`src/rtl/spi_regmap_pkg.sv`:
```
package spi_regmap_pkg;
  typedef enum logic [2:0] {
    PH_IDLE,
    PH_CTRL,
    PH_READ,
    PH_WRITE,
    PH_SKIP
  } phase_e;

  localparam logic       DIR_READ = 1'b1;
  localparam logic [1:0] RM_HOLD  = 2'b00;
  localparam logic [1:0] RM_PAIR  = 2'b01;
  localparam logic [1:0] RM_SIX   = 2'b10;
  localparam logic [1:0] RM_ALL   = 2'b11;
endpackage

```
`src/rtl/spi_pin_sync.sv`:
```
module spi_pin_sync #(
  parameter int STAGES = 2
) (
  input  logic clk,
  input  logic rst,
  input  logic sck,
  input  logic cs_n,
  input  logic sdi,
  output logic sck_rise,
  output logic sck_fall,
  output logic cs_idle,
  output logic sdi_s
);
  logic [STAGES-1:0] sck_q, cs_q, sdi_q;
  logic              sck_d;

  always_ff @(posedge clk) begin
    if (rst) begin
      sck_q <= '0;
      cs_q  <= '1;
      sdi_q <= '0;
      sck_d <= 1'b0;
    end else begin
      sck_q <= {sck_q[STAGES-2:0], sck};
      cs_q  <= {cs_q[STAGES-2:0], cs_n};
      sdi_q <= {sdi_q[STAGES-2:0], sdi};
      sck_d <= sck_q[STAGES-1];
    end
  end

  assign sck_rise = sck_q[STAGES-1] & ~sck_d;
  assign sck_fall = ~sck_q[STAGES-1] & sck_d;
  assign cs_idle  = cs_q[STAGES-1];
  assign sdi_s    = sdi_q[STAGES-1];
endmodule

```
`src/rtl/spi_rd_stepper.sv`:
```
module spi_rd_stepper #(
  parameter int ADDR_W = 5,
  parameter int GRP_A  = 2,
  parameter int GRP_B  = 6
) (
  input  logic [ADDR_W-1:0] cur,
  input  logic [1:0]        mode,
  output logic [ADDR_W-1:0] nxt
);
  import spi_regmap_pkg::*;
  localparam int MAP = 1 << ADDR_W;

  function automatic logic [ADDR_W-1:0] loop_in(input logic [ADDR_W-1:0] a, input int size);
    int base, nx;
    base = (int'(a) / size) * size;
    nx   = int'(a) + 1;
    if (nx >= base + size || nx >= MAP) nx = base;
    return ADDR_W'(nx);
  endfunction

  always_comb begin
    case (mode)
      RM_HOLD: nxt = cur;
      RM_PAIR: nxt = loop_in(cur, GRP_A);
      RM_SIX:  nxt = loop_in(cur, GRP_B);
      default: nxt = cur + ADDR_W'(1);
    endcase
  end
endmodule

```
`src/rtl/spi_regmap_slave.sv`:
```
module spi_regmap_slave #(
  parameter int                      DATA_W      = 24,
  parameter int                      ADDR_W      = 5,
  parameter int                      DEV_W       = 2,
  parameter logic [DEV_W-1:0]        DEV_ID      = 2'b01,
  parameter logic [(1<<ADDR_W)-1:0]  DEF_MASK    = '1,
  parameter logic [(1<<ADDR_W)-1:0]  WR_MASK     = '1,
  parameter int                      GRP_A       = 2,
  parameter int                      GRP_B       = 6,
  parameter int                      SYNC_STAGES = 2
) (
  input  logic              clk,
  input  logic              rst,
  input  logic              sck,
  input  logic              cs_n,
  input  logic              sdi,
  output logic              sdo_o,
  output logic              sdo_oe,
  input  logic [1:0]        rd_mode,
  output logic [ADDR_W-1:0] reg_raddr,
  input  logic [DATA_W-1:0] reg_rdata,
  output logic              reg_we,
  output logic [ADDR_W-1:0] reg_waddr,
  output logic [DATA_W-1:0] reg_wdata
);
  import spi_regmap_pkg::*;

  localparam int CTRL_W = DEV_W + ADDR_W + 1;
  localparam int CNT_W  = $clog2(DATA_W);

  logic              sck_rise, sck_fall, cs_idle, sdi_s;
  phase_e            phase;
  logic [DATA_W-1:0] rx, tx, rd_word, word_in;
  logic [CTRL_W-1:0] ctrl_in;
  logic [CNT_W-1:0]  bit_cnt, tx_cnt;
  logic [ADDR_W-1:0] cur_addr, nxt_addr;
  logic              zero_all;

  spi_pin_sync #(.STAGES(SYNC_STAGES)) u_sync (
    .clk(clk), .rst(rst), .sck(sck), .cs_n(cs_n), .sdi(sdi),
    .sck_rise(sck_rise), .sck_fall(sck_fall), .cs_idle(cs_idle), .sdi_s(sdi_s)
  );

  spi_rd_stepper #(.ADDR_W(ADDR_W), .GRP_A(GRP_A), .GRP_B(GRP_B)) u_step (
    .cur(cur_addr), .mode(rd_mode), .nxt(nxt_addr)
  );

  assign ctrl_in   = {rx[CTRL_W-2:0], sdi_s};
  assign word_in   = {rx[DATA_W-2:0], sdi_s};
  assign rd_word   = (zero_all || !DEF_MASK[cur_addr]) ? '0 : reg_rdata;
  assign reg_raddr = cur_addr;

  always_ff @(posedge clk) begin
    if (rst) begin
      phase     <= PH_IDLE;
      rx        <= '0;
      tx        <= '0;
      bit_cnt   <= '0;
      tx_cnt    <= '0;
      cur_addr  <= '0;
      zero_all  <= 1'b0;
      sdo_o     <= 1'b0;
      sdo_oe    <= 1'b0;
      reg_we    <= 1'b0;
      reg_waddr <= '0;
      reg_wdata <= '0;
    end else begin
      reg_we <= 1'b0;
      if (cs_idle) begin
        phase  <= PH_IDLE;
        sdo_oe <= 1'b0;
      end else begin
        case (phase)
          PH_IDLE: begin
            phase   <= PH_CTRL;
            bit_cnt <= '0;
            rx      <= '0;
          end
          PH_CTRL: if (sck_rise) begin
            rx      <= word_in;
            bit_cnt <= bit_cnt + CNT_W'(1);
            if (bit_cnt == CNT_W'(CTRL_W - 1)) begin
              bit_cnt  <= '0;
              tx_cnt   <= '0;
              cur_addr <= ctrl_in[ADDR_W:1];
              zero_all <= !DEF_MASK[ctrl_in[ADDR_W:1]];
              if (ctrl_in[CTRL_W-1 -: DEV_W] != DEV_ID) phase <= PH_SKIP;
              else if (ctrl_in[0] == DIR_READ)          phase <= PH_READ;
              else                                      phase <= PH_WRITE;
            end
          end
          PH_READ: if (sck_fall) begin
            sdo_oe <= 1'b1;
            if (tx_cnt == '0) begin
              sdo_o    <= rd_word[DATA_W-1];
              tx       <= rd_word << 1;
              tx_cnt   <= CNT_W'(DATA_W - 1);
              cur_addr <= nxt_addr;
            end else begin
              sdo_o  <= tx[DATA_W-1];
              tx     <= tx << 1;
              tx_cnt <= tx_cnt - CNT_W'(1);
            end
          end
          PH_WRITE: if (sck_rise) begin
            rx      <= word_in;
            bit_cnt <= bit_cnt + CNT_W'(1);
            if (bit_cnt == CNT_W'(DATA_W - 1)) begin
              bit_cnt <= '0;
              if (DEF_MASK[cur_addr]) begin
                cur_addr <= cur_addr + ADDR_W'(1);
                if (WR_MASK[cur_addr]) begin
                  reg_we    <= 1'b1;
                  reg_waddr <= cur_addr;
                  reg_wdata <= word_in;
                end
              end
            end
          end
          default: ;
        endcase
      end
    end
  end

  // deselection releases the output on the next cycle
  assert_z_deselected_R3: assert property (@(posedge clk) disable iff (rst)
    cs_idle |=> !sdo_oe);

  // no drive while decoding, writing or skipping
  assert_no_drive_write_R10: assert property (@(posedge clk) disable iff (rst)
    (phase == PH_WRITE || phase == PH_CTRL || phase == PH_SKIP) |-> !sdo_oe);

  // commits only land on defined, writable addresses
  assert_we_legal_R8: assert property (@(posedge clk) disable iff (rst)
    reg_we |-> (DEF_MASK[reg_waddr] && WR_MASK[reg_waddr]));

  // one strobe per word
  assert_we_single_R8: assert property (@(posedge clk) disable iff (rst)
    reg_we |=> !reg_we);

  // undefined write address never advances
  assert_undef_hold_R9: assert property (@(posedge clk) disable iff (rst)
    (phase == PH_WRITE && !cs_idle && !DEF_MASK[cur_addr]) |=> $stable(cur_addr));

  // pair mode stays inside the aligned pair
  assert_pair_group_R6: assert property (@(posedge clk) disable iff (rst)
    (phase == PH_READ && rd_mode == RM_PAIR) |-> nxt_addr[ADDR_W-1:1] == cur_addr[ADDR_W-1:1]);

  // hold mode keeps the address
  assert_hold_mode_R6: assert property (@(posedge clk) disable iff (rst)
    (phase == PH_READ && rd_mode == RM_HOLD) |-> nxt_addr == cur_addr);
endmodule

```
`config.mk`:
```
export PLATFORM = sky130hd
export DESIGN_NAME = spi_regmap_slave
export DESIGN_NICKNAME = d
export VERILOG_FILES = /design/src/rtl/spi_regmap_pkg.sv /design/src/rtl/spi_pin_sync.sv /design/src/rtl/spi_rd_stepper.sv /design/src/rtl/spi_regmap_slave.sv
export SDC_FILE = /design/constraint.sdc
export NUM_CORES = 1
export LEC_CHECK = 0
export CAP_MARGIN = 40
export CORE_MARGIN = 3
export CORE_UTILIZATION = 41
export DETAILED_ROUTE_END_ITERATION = 6
export DONT_BUFFER_PORTS = 1
export HOLD_SLACK_MARGIN = 0.12
export PLACE_DENSITY = 0.63
export SLEW_MARGIN = 10
export SYNTH_ARGS = -nofsm -noshare
export SYNTH_HDL_FRONTEND = slang
export SYNTH_SLANG_ARGS = --single-unit
```
`constraint.sdc`:
```
create_clock -name clk -period 5.86 [get_ports clk]
set_input_delay 0.293 -clock clk [delete_from_list [all_inputs] [get_ports clk]]
set_output_delay 0.293 -clock clk [all_outputs]
set_load 0.01 [all_outputs]
```
==> reports/summary.txt <==
Status - finished, final reports clean
Clock sinks - 103
Leakage - 2.04 nW
Top Ports - 68
FF+latch count, synth - 103
Peak VDD IR - 0.000217 V
Vias per cell - 5.53
Peak Freq - 234 MHz
Final min period - 4.27 ns
Num CTS Buffers - 9
Die width - 116 um
Via count - 4063
Metal1 wirelength - 5190 um
CTS tree - done
Setup TNS - 0 ns
Fin. Hold Viols - 0
DRT Wirelength - 11300 um
Yosys top cell area share - 41.4%
Setup violators final - 0
First-pass GRT wire length - 18800 um
Final ANT Viol Nets - 0
DPL Wire Length - 7680 um
Clock Skew - 0.00820 ns
Relative slew slack - 59.1%
P_int - 1.08 mW
Worst setup SP type - flop
Die area - 13500 sq um
Post-synth ARST share - 0%
Total gr overflow - 0
Core area - 11700 sq um
FF+latch area - 2060 sq um
Worst slew pin tran - 0.608 ns
Crit-path max FO - 12
Part of the power in registers - 51.8%
Final GP Congestion - 0.879
Mapped Avg Cell Area - 8.25 sq um
CTS resizes - 0
Share of post-route cells with drive strength above 1 - 6.08%
Crit-path cells - ha_1 > nor2_1 > nor3_1 > o32ai_4 > ha_1 > ha_1 > o21ai_0 > xnor2_1 > ha_1 > o2111ai_1 > a21oi_1 > nor4_1 > a21oi_1 > a21oi_1 > o21ai_0 > a21oi_1
Clock Latency Late Sink - 0.35 ns
Wire per inst - 15.4 um
Max incr delay on CP - 0.66 ns
Primary FF master, synth - dfxtp_1
Combinational power share - 3.0%
Power per standard cell area - 249 nW/um^2
Cell area after synthesis - 4980 sq um
Met3 WL post-DR - 759 um
# diodes - 0
Antenna violations before repair - 0
Area of the multi-input gates - 2720 sq um
Row count - 39
EDFF count, synth - 0
Critical setup path kind - reg2reg
Initial Util - 42.7%
Cell at the root of the clock tree - clkbuf_16
1st-pass router iterations - 5
Filler Cells Inserted - 1138
Worst slack at placement - 1.65 ns
Register area share after synthesis - 41.4%
Worst setup EP type - flop
Worst EP required - 6.14 ns
Largest net degree at the start of global routing - 101
Largest area contributor in the netlist - dfxtp_1
Die Height - 116 um
Final max-slew violation count - 0
Max clock buf depth - 2
Final-stage net count - 644
Syn. warnings - 0
Met2 wire length - 5210 um
Hold/Removal Path Class - in2reg
Vias in the first global route - 3978
Port bufs - 0
Setup ws final - 1.59 ns
Syn_nets - 661
First DRT Iteration DRCs - 331
Cells after Synth - 604
GRT Util Overall - 17.6%
Final Cycle Share - 72.9%
# Post-CTS Setup Buffers - 0
Clock transition at path regs - 0.07 ns
# DRC - 0
Top Metal Used - met4
CP Data Arrival Time - 4.56 ns
Yosys cell types - 53
RSZ-0062 raised after global routing - no
Top cells by area, synth - dfxtp_1 41%, a21oi_1 8.1%, nand2_1 7.5%
Sw frac - 20.4%
MaxCap Viol Count - 0
Area grow syn2layout - 9.80%
Switching Power - 0.278 mW
CP max-delay cell - dfxtp_1
H-tree depth - 3
Clock Power Share - 45.2%
## flip-flops by register name (all words and copies together), names as in the netlist
register	cells
reg_wdata	24
sdo_oe	1
phase	3
u_sync.sck_d	1
reg_waddr	5
sdo_o	1
rx	23
u_sync.sck_q	2
tx_cnt	5
u_sync.cs_q	2
u_sync.sdi_q	2
bit_cnt	5
reg_raddr	5
tx	23
reg_we	1
## per-stage QoR
stage	std cells	cell area [sq um]	utilization [%]	power, mW	hold WS, ns
6_report	735	5470	46.9	1.36	0.183
4_1_cts	735	5470	46.9	1.38	0.172
3_5_place_dp	713	5080	43.6	0.746	0.377
2_1_floorplan	604	4980	-	0.748	0.389
5_1_grt	735	5470	46.9	1.41	0.190
3_3_place_gp	710	5030	43.2	0.745	0.375
## cells by family (layout without fill, tap and decap cells)
family | after synthesis | in the layout | share of synthesized area [%]
xor+xnor | 12 | 12 | 2.11
compound gates | 143 | 143 | 17.8
simple gates | 240 | 240 | 22.5
buf+inv | 54 | 42 | 4.42
flops | 103 | 103 | 41.4
fa+ha+maj | 26 | 26 | 6.53
mux | 26 | 26 | 5.22
## power groups by stage
| stage | registers, mW | logic, mW | clock network, mW |
|---|---|---|---|
| after floorplan | 0.719 | 0.0292 | 0 |
| after global placement | 0.721 | 0.0241 | 0 |
| after detailed placement | 0.721 | 0.0258 | 0 |
| after CTS | 0.705 | 0.0415 | 0.636 |
| after global routing | 0.704 | 0.0461 | 0.661 |
| final | 0.705 | 0.0410 | 0.616 |
## synth_stat cells, types with 2 or more instances
cell type,count
a211oi_1,25
a21oi_1,81
a31oi_1,2
and3_1,4
and3b_1,2
and4_1,2
buf_1,2
buf_2,11
clkbuf_1,27
dfxtp_1,103
ha_1,26
inv_1,11
inv_2,2
mux2i_1,26
nand2_1,99
nand2b_1,11
nand3_1,31
nand3b_1,2
nand4_1,2
nand4b_1,2
nor2_1,47
nor2b_1,9
nor3_1,8
nor3b_1,3
nor4_1,4
o2111ai_1,2
o211a_1,2
o211ai_1,2
o21a_1,4
o21ai_0,11
o21bai_1,3
or2_2,3
or3_1,4
or4_1,2
xnor2_1,8
xor2_1,4
## timing repair
item	CTS	global route
hold endpoints to repair	100	0
hold buffers	6	0
setup endpoints to repair	0	0
## worst max-delay path, delay by kind of cell, from the launching register on
kind                       cells  cell delay (ns)
adders and majority gates      4             1.22
and+or+nand+nor                3             0.84
DFF                            1             0.66
xor gates and xnor gates       1             0.15
AOI/OAI and AO/OA              8             1.32
## metal layers
metal,vias to the layer above,global-route usage (%)
met5,-,0
met1,1868,22.5
met3,12,5.03
li1,2077,-
met4,0,8.04
met2,106,27.4
## cell type report
class / instances / area share, %
Timing Repair Buffer: 13 / 2.79
Inverter: 13 / 0.892
Tap cell: 143 / 3.27
Multi-Input combinational cell: 447 / 49.6
Clock inverter: 2 / 0.686
Clock buffer: 14 / 5.01
Sequential cell: 103 / 37.7
## worst paths after layout
kind | startpoint | endpoint | slack [ns] | cells past startpoint
min reg2reg | u_sync.cs_q[0] | u_sync.cs_q[1] | 0.41 | 1
max reg2reg | reg_raddr[2] | reg_raddr[2] | 1.59 | 16
max | reg_raddr[2] | reg_raddr[2] | 1.59 | 16
min | reg_rdata[8] | tx[9] | 0.18 | 2
## layout by cell type, fill, tap and decap left out, drive strengths merged, types with 3 or more instances in the layout
cell / count
nand2b: 11
inv: 13
xnor2: 8
nor3: 9
xor2: 4
or2: 3
clkbuf: 14
a21oi: 81
nand3: 31
nor2b: 9
ha: 26
and3: 4
nor2: 48
o21ai: 12
mux2i: 26
nor4: 4
o21bai: 3
nor3b: 3
buf: 8
nand2: 99
dfxtp: 103
a211oi: 25
o21a: 4
dlygate4sd3: 5
or3: 4
(Power assumes the default switching activity.)
